### src/rtl/irqn_pkg.sv
package irqn_pkg;
    localparam int unsigned NLVL   = 2;
    localparam int unsigned LVL_LO = 0;
    localparam int unsigned LVL_HI = 1;
endpackage

### src/rtl/irqn_sample.sv
module irqn_sample #(
    parameter int NSRC = 8
) (
    input  logic            clk,
    input  logic            rst_n,
    input  logic [NSRC-1:0] irq_req,
    input  logic [NSRC-1:0] irq_en,
    input  logic            glb_en,
    output logic [NSRC-1:0] pend_q
);
    logic [NSRC-1:0] pend_d;

    always_comb begin
        pend_d = irq_req & irq_en & {NSRC{glb_en}};
    end

    always_ff @(posedge clk) begin
        if (!rst_n) pend_q <= '0;
        else        pend_q <= pend_d;
    end
endmodule

### src/rtl/irqn_pick.sv
module irqn_pick #(
    parameter int NSRC = 8,
    parameter int IDXW = 3
) (
    input  logic [NSRC-1:0] vec,
    output logic            any,
    output logic [IDXW-1:0] idx
);
    always_comb begin
        any = 1'b0;
        idx = '0;
        for (int i = NSRC - 1; i >= 0; i--) begin
            if (vec[i]) begin
                any = 1'b1;
                idx = IDXW'(i);
            end
        end
    end
endmodule

### src/rtl/irq_nest_ctrl.sv
module irq_nest_ctrl
    import irqn_pkg::*;
#(
    parameter  int NSRC     = 8,
    parameter  int CALL_CYC = 4,
    localparam int IDXW     = (NSRC > 1) ? $clog2(NSRC) : 1,
    localparam int CNTW     = $clog2(CALL_CYC + 1)
) (
    input  logic            clk,
    input  logic            rst_n,
    input  logic [NSRC-1:0] irq_req,
    input  logic [NSRC-1:0] irq_en,
    input  logic [NSRC-1:0] irq_pri,
    input  logic            glb_en,
    input  logic            ret_stb,
    input  logic            insn_done,
    output logic            call_req,
    output logic [IDXW-1:0] call_idx,
    output logic            call_taken,
    output logic [1:0]      in_svc
);
    typedef struct packed {
        logic            busy;
        logic            hi;
        logic [IDXW-1:0] idx;
        logic [CNTW-1:0] cnt;
        logic [NLVL-1:0] isr;
        logic            hold;
    } ctl_t;

    ctl_t                      st_q, st_d;
    logic [NSRC-1:0]           pend;
    logic [NLVL-1:0]           lvl_any;
    logic [NLVL-1:0][IDXW-1:0] lvl_idx;
    logic                      taken, hi_ok, lo_ok, launch;

    irqn_sample #(.NSRC(NSRC)) u_sample (
        .clk     (clk),
        .rst_n   (rst_n),
        .irq_req (irq_req),
        .irq_en  (irq_en),
        .glb_en  (glb_en),
        .pend_q  (pend)
    );

    for (genvar gl = 0; gl < NLVL; gl++) begin : g_lvl
        logic [NSRC-1:0] lvl_mask;
        assign lvl_mask = (gl == LVL_HI) ? (pend & irq_pri) : (pend & ~irq_pri);
        irqn_pick #(.NSRC(NSRC), .IDXW(IDXW)) u_pick (
            .vec (lvl_mask),
            .any (lvl_any[gl]),
            .idx (lvl_idx[gl])
        );
    end

    always_comb begin
        st_d   = st_q;
        taken  = st_q.busy && (st_q.cnt == CNTW'(CALL_CYC - 1));
        hi_ok  = lvl_any[LVL_HI] && !st_q.isr[LVL_HI];
        lo_ok  = lvl_any[LVL_LO] && (st_q.isr == '0);
        launch = !st_q.busy && !st_q.hold && !ret_stb && (hi_ok || lo_ok);

        if (st_q.busy) begin
            if (taken) begin
                st_d.busy = 1'b0;
                st_d.cnt  = '0;
            end else begin
                st_d.cnt  = st_q.cnt + 1'b1;
            end
        end

        if (launch) begin
            st_d.busy = 1'b1;
            st_d.cnt  = '0;
            st_d.hi   = hi_ok;
            st_d.idx  = hi_ok ? lvl_idx[LVL_HI] : lvl_idx[LVL_LO];
        end

        if (ret_stb) begin
            if (st_q.isr[LVL_HI]) st_d.isr[LVL_HI] = 1'b0;
            else                  st_d.isr[LVL_LO] = 1'b0;
        end

        if (taken) begin
            if (st_q.hi) st_d.isr[LVL_HI] = 1'b1;
            else         st_d.isr[LVL_LO] = 1'b1;
        end

        if (ret_stb)        st_d.hold = 1'b1;
        else if (insn_done) st_d.hold = 1'b0;
    end

    always_ff @(posedge clk) begin
        if (!rst_n) st_q <= '0;
        else        st_q <= st_d;
    end

    assign call_req   = st_q.busy;
    assign call_idx   = st_q.idx;
    assign call_taken = taken;
    assign in_svc     = st_q.isr;
endmodule

### config.mk
export PLATFORM = sky130hd
export DESIGN_NAME = irq_nest_ctrl
export DESIGN_NICKNAME = d
export VERILOG_FILES = /design/src/rtl/irqn_pkg.sv /design/src/rtl/irqn_sample.sv /design/src/rtl/irqn_pick.sv /design/src/rtl/irq_nest_ctrl.sv
export SDC_FILE = /design/constraint.sdc
export NUM_CORES = 1
export LEC_CHECK = 0
export BUFFER_PORTS_ARGS = -buffer_cell sky130_fd_sc_hd__buf_4
export CAP_MARGIN = 10
export CORE_MARGIN = 4
export CORE_UTILIZATION = 44
export CTS_CLUSTER_SIZE = 24
export DETAILED_ROUTE_END_ITERATION = 10
export MAX_ROUTING_LAYER = met4
export PLACE_DENSITY = 0.72
export SYNTH_ARGS = -nofsm -noshare
export SYNTH_HDL_FRONTEND = slang
export SYNTH_SLANG_ARGS = --single-unit
### constraint.sdc
create_clock -name clk -period 1.9 [get_ports clk]
set_input_delay 0.19 -clock clk [delete_from_list [all_inputs] [get_ports clk]]
set_output_delay 0.19 -clock clk [all_outputs]
set_load 0.02 [all_outputs]
Yosys cells after proc, flatten, opt, wreduce, memory -nomap -nowiden
Index checks and enable logic that the tools add are counted.
{ "word_totals": {"regBits": 19, "wordCells": 74} }
{ "classes": {"addsub": 1, "n_eq_ne": 1, "mux": 45, "bitwise": 6, "reduce_logical": 14} }
{ "op_table": {"columns": ["cell", "n"], "rows": [
  ["two-way mux 3 bit", 19],
  ["bitwise AND 8 bit", 4],
  ["two-way mux 1 bit", 23],
  ["two-way mux 8 bit", 1],
  ["inverter 8 bit", 1],
  ["logical AND 1 bit", 6],
  ["zero test 1 bit", 4],
  ["two-way mux 2 bit", 2],
  ["adder 3 x 1 -> 3 bit (second input constant)", 1],
  ["== test 3 x 2 -> 1 bit (second input constant)", 1],
  ["zero test 2 bit", 1],
  ["nonzero test 2 bit", 1],
  ["OR reduction 2 bit", 1],
  ["logical OR 1 bit", 1],
  ["inverter 1 bit", 1]
]} }

Logic depth before layout (Yosys ltp)
{ "depth": {"word_depth": 14, "mapped_depth": 6, "depth_no_buf": 6} }

Hierarchy
From an unflattened synthesis, not the netlist that was laid out.
{ "unflattened": {"cells_unflattened": 112, "area_unflattened_um2": 1019.7} }
{ "modules_own_cells": {"columns": ["mod", "n_inst", "cells_each", "area_each_um2", "seq_area_each_um2"], "rows": [
  ["irq_nest_ctrl", 1, 70, 629.4, 220.2],
  ["irqn_sample", 1, 16, 230.2, 160.2],
  ["irqn_pick", 2, 13, 80.1, 0.0]
]} }

Worst setup path after synthesis
Ideal clock, no wire load.
{ "synth_timing": {"kind": "reg2reg", "start": "reg st_q, in the netlist call_req", "end": "reg st_q[5] in the netlist's numbering", "setup_time_ps": 116, "t_arrival_ps": 1592, "required_ps": 1784, "path_slack_ps": 192, "stages_incl_launch_ff": 5, "path_buffers": 0, "period_less_slack_ps": 1708, "cell_sequence": "dfxtp_1 -> or4_4 -> a211oi_4 -> nor2_1 -> and4_1"} }
{ "synth_between": {"elab_chain_cells": 5, "elab_cells_between_ends": 7, "cone_classes": "mux (1); reduce/logical (6)"} }
{ "synth_lines": {"columns": ["element", "line", "text"], "rows": [
  ["start, declared", "irq_nest_ctrl.sv:31", "ctl_t st_q, st_d;"],
  ["start signal, assigned", "irq_nest_ctrl.sv:95", "else st_q <= st_d;"],
  ["zero test 1 bit", "irq_nest_ctrl.sv:61", "launch = !st_q.busy && !st_q.hold && !ret_stb && (hi_ok || lo_ok);"],
  ["logical AND 1 bit (3 in series)", "irq_nest_ctrl.sv:61", null],
  ["OR reduction 2 bit (no line)", null, null]
]} }
Several ways; a longest one is shown, not always the timed one.
A chain may end at the register's enable or synchronous reset.

Worst setup path in the final report
Same ends and word-level chain as after synthesis.

==> impl_metrics.tcl <==
set metrics [dict create \
    finalCriticalPeriod_ns 1.745 \
    clk_root_buffer_cell "clkbuf_4" \
    holdPathStages 2 \
    grt_pass1_wl_um 3933 \
    synthCells 113 \
    r2r_end "st_q[5]" \
    dp_hpwl_um 1864 \
    relSlewSlack_pct 68.17 \
    yosysTopAreaCellShare_pct 37.21 \
    h-tree-depth 1 \
    ys_ff_latch 19 \
    place_inst 171 \
    maxSlewViolCount 0 \
    cts_buffers 3 \
    reg2reg_slack_ns 0.15 \
    dr.pass1.iters 4 \
    synth.net_count 143 \
    synth-seq-area-share_pct 37.21 \
    hold_class "in -> reg" \
    groute.usage.overall_pct 15.69 \
    die_area_um2 3158 \
    cts_resized 0 \
    synth_area_um2 1022 \
    fmax_ghz 0.5730 \
    start_kind "flop" \
    die_w_um 56.20 \
    grt-ovfl-total 0 \
    post_drt_wl_per_cell_um 12.77 \
    r2r-start "call_req" \
    power_density_nw_per_um2 590.6 \
    synth_flop_cell "dfxtp_1" \
    coreArea_um2 2212 \
    required_ns 2.11 \
    synth_area_leaders "dfxtp_1 (37%), nor2b_1 (8.0%), and3_1 (6.1%)" \
    endpoint_kind "flop" \
    gp_congestion 0.7726 \
    synth.distinct_cells 41 \
    drtIter0Drc 16 \
    clk_latency_ns 0.30 \
    min-delay-start "irq_en[6]" \
    status "completed" \
    cpMaxStageDelayCell "or4_4" \
    tightest_slew_ns 0.4736 \
    drv_cap 0 \
    p_leak_nw 0.5780 \
    yosys_warnings 0 \
    critPathKind "reg -> reg" \
    crit_buf_inv 0 \
    io_buffer_count 35 \
    ioPinCount 36 \
    cp_cell_sequence "or4_4 -> a211oi_4 -> nor2_1 -> and4_1" \
    grt_pass1_vias 926 \
    row_count 17 \
    p_total_w 0.0007795 \
    critPathMaxFanout 8 \
    grt_start_max_net_pins 14 \
    cts_hold_buf 0 \
    synth_edf_count 0 \
    layout_commonest_cell "buf_4" \
    cts_tree "built" \
    cts_buffer_depth 2 \
    period_share_pct 91.85 \
    area_growth_pct 29.13 \
    drive_gt1_share_pct 34.01 \
    vias 935 \
    hold_viol 0 \
    setup_viol 0 \
    vias_per_cell 5.343 \
    clk_pin_slew_ns 0.11 \
    critical_path.top_delay_family "simple AND/OR/NAND/NOR gates" \
    clock-sinks 19 \
    crit_path_max_incr_delay_ns 0.59 \
    worst_hold_path.endpoint "u_sample.pend_q[6]" \
    postCtsSetupBuffers 0 \
    ir_worst_vdd_mv 0.4266 \
    final_net_count 178 \
    remaining_drc_errors 0 \
    num-fill-cells 211 \
    routed_wl_um 2234 \
    finalNonFillerCells 175 \
    antenna_found_initial 0 \
    fin_worst_skew_ns 0.004845 \
    layout_common_cells "buf_4 (36), dfxtp_1 (19), nor2b_1 (13)" \
    start_util_pct 46.21 \
    diodes 0 \
    arrival_ns 1.95 \
    avgSynthCellArea_um2 9.046 \
    yosysTopAreaCell "dfxtp_1" \
    reg2regPathDepth 4 \
    ant_nets 0 \
    rsz0062_at_grt "no" \
    async_reset_ff_share_pct 0 \
    tns_ns 0 \
    die_h_um 56.20 \
]
==> layer usage <==
| metal | vias to the layer above | share of wire (%) | GRT usage [%] |
|---|---|---|---|
| met5 | - | 0 | - |
| met4 | 0 | 1.7 | 4.068 |
| met3 | 5 | 6.4 | 3.944 |
| met2 | 32 | 49 | 25.88 |
| met1 | 419 | 43 | 19.02 |
| li1 | 479 | - | - |
==> synth_stat cells (2+ instances only) <==
cell type / instances
a32o_1: 2
buf_4: 5
nand2_1: 7
nor4_2: 2
a21boi_1: 2
inv_1: 4
dfxtp_1: 19
nor2_1: 8
o21ai_0: 3
o21bai_1: 3
nor2b_1: 13
nand2b_1: 2
a22o_1: 4
a21oi_1: 3
and3_1: 10
==> how the worst max path moves through the flow <==
| stage | startpoint | endpoint | slack, ns | cells past startpoint |
|---|---|---|---|---|
| after detailed placement | call_req | st_q[5] | 0.17 | 4 |
| final | call_req | st_q[5] | 0.15 | 4 |
| after floorplan | call_req | st_q[5] | 0.19 | 4 |
| after CTS | call_req | st_q[5] | 0.15 | 4 |
| after global routing | call_req | st_q[5] | 0.03 | 4 |
| after global placement | call_req | st_q[5] | 0.20 | 4 |
==> registers in the layout (all words and copies together) (netlist names) <==
| name | flops |
|---|---|
| st_q | 5 |
| in_svc | 2 |
| call_req | 1 |
| u_sample.pend_q | 8 |
| call_idx | 3 |
==> metrics by stage <==
stage | hold slack, ns | area [um^2] | utilization (%) | setup slack [ns]
2_1_floorplan | 0.3359 | 1022 | - | 0.1916
3_3_place_gp | 0.4145 | 1286 | 58.14 | 0.2008
3_5_place_dp | 0.4197 | 1286 | 58.14 | 0.1652
4_1_cts | 0.1017 | 1314 | 59.39 | 0.1464
5_1_grt | 0.09993 | 1320 | 59.67 | 0.02718
6_report | 0.1046 | 1320 | 59.67 | 0.1548
==> logic make-up after synthesis <==
family | after synthesis | share of synthesized area, %
and+or+nand+nor | 51 | 29.99
adders and majority gates | 1 | 1.224
AOI/OAI and AO/OA | 31 | 25.09
DFF | 19 | 37.21
muxes | 1 | 0.9792
buffers and inverters | 10 | 5.508
==> power by group <==
part / switching, W / internal, W
Clock: 0.000128 / 0.0000784
Combinational: 0.0000640 / 0.0000828
Sequential: 0.0000125 / 0.000414
Total: 0.000205 / 0.000575
==> layout make-up <==
class | count | area (um^2) | share of cell area, %
repair buffers | 36 | 270.3 | 20.47
clock buffers | 3 | 22.52 | 1.706
inverters | 4 | 15.01 | 1.137
clock inverters | 1 | 5.005 | 0.3791
multi-input cells | 84 | 591.8 | 44.83
flip-flops and latches | 19 | 380.4 | 28.82
well taps | 28 | 35.03 | 2.654
Power figures use the tool's default switching activity.
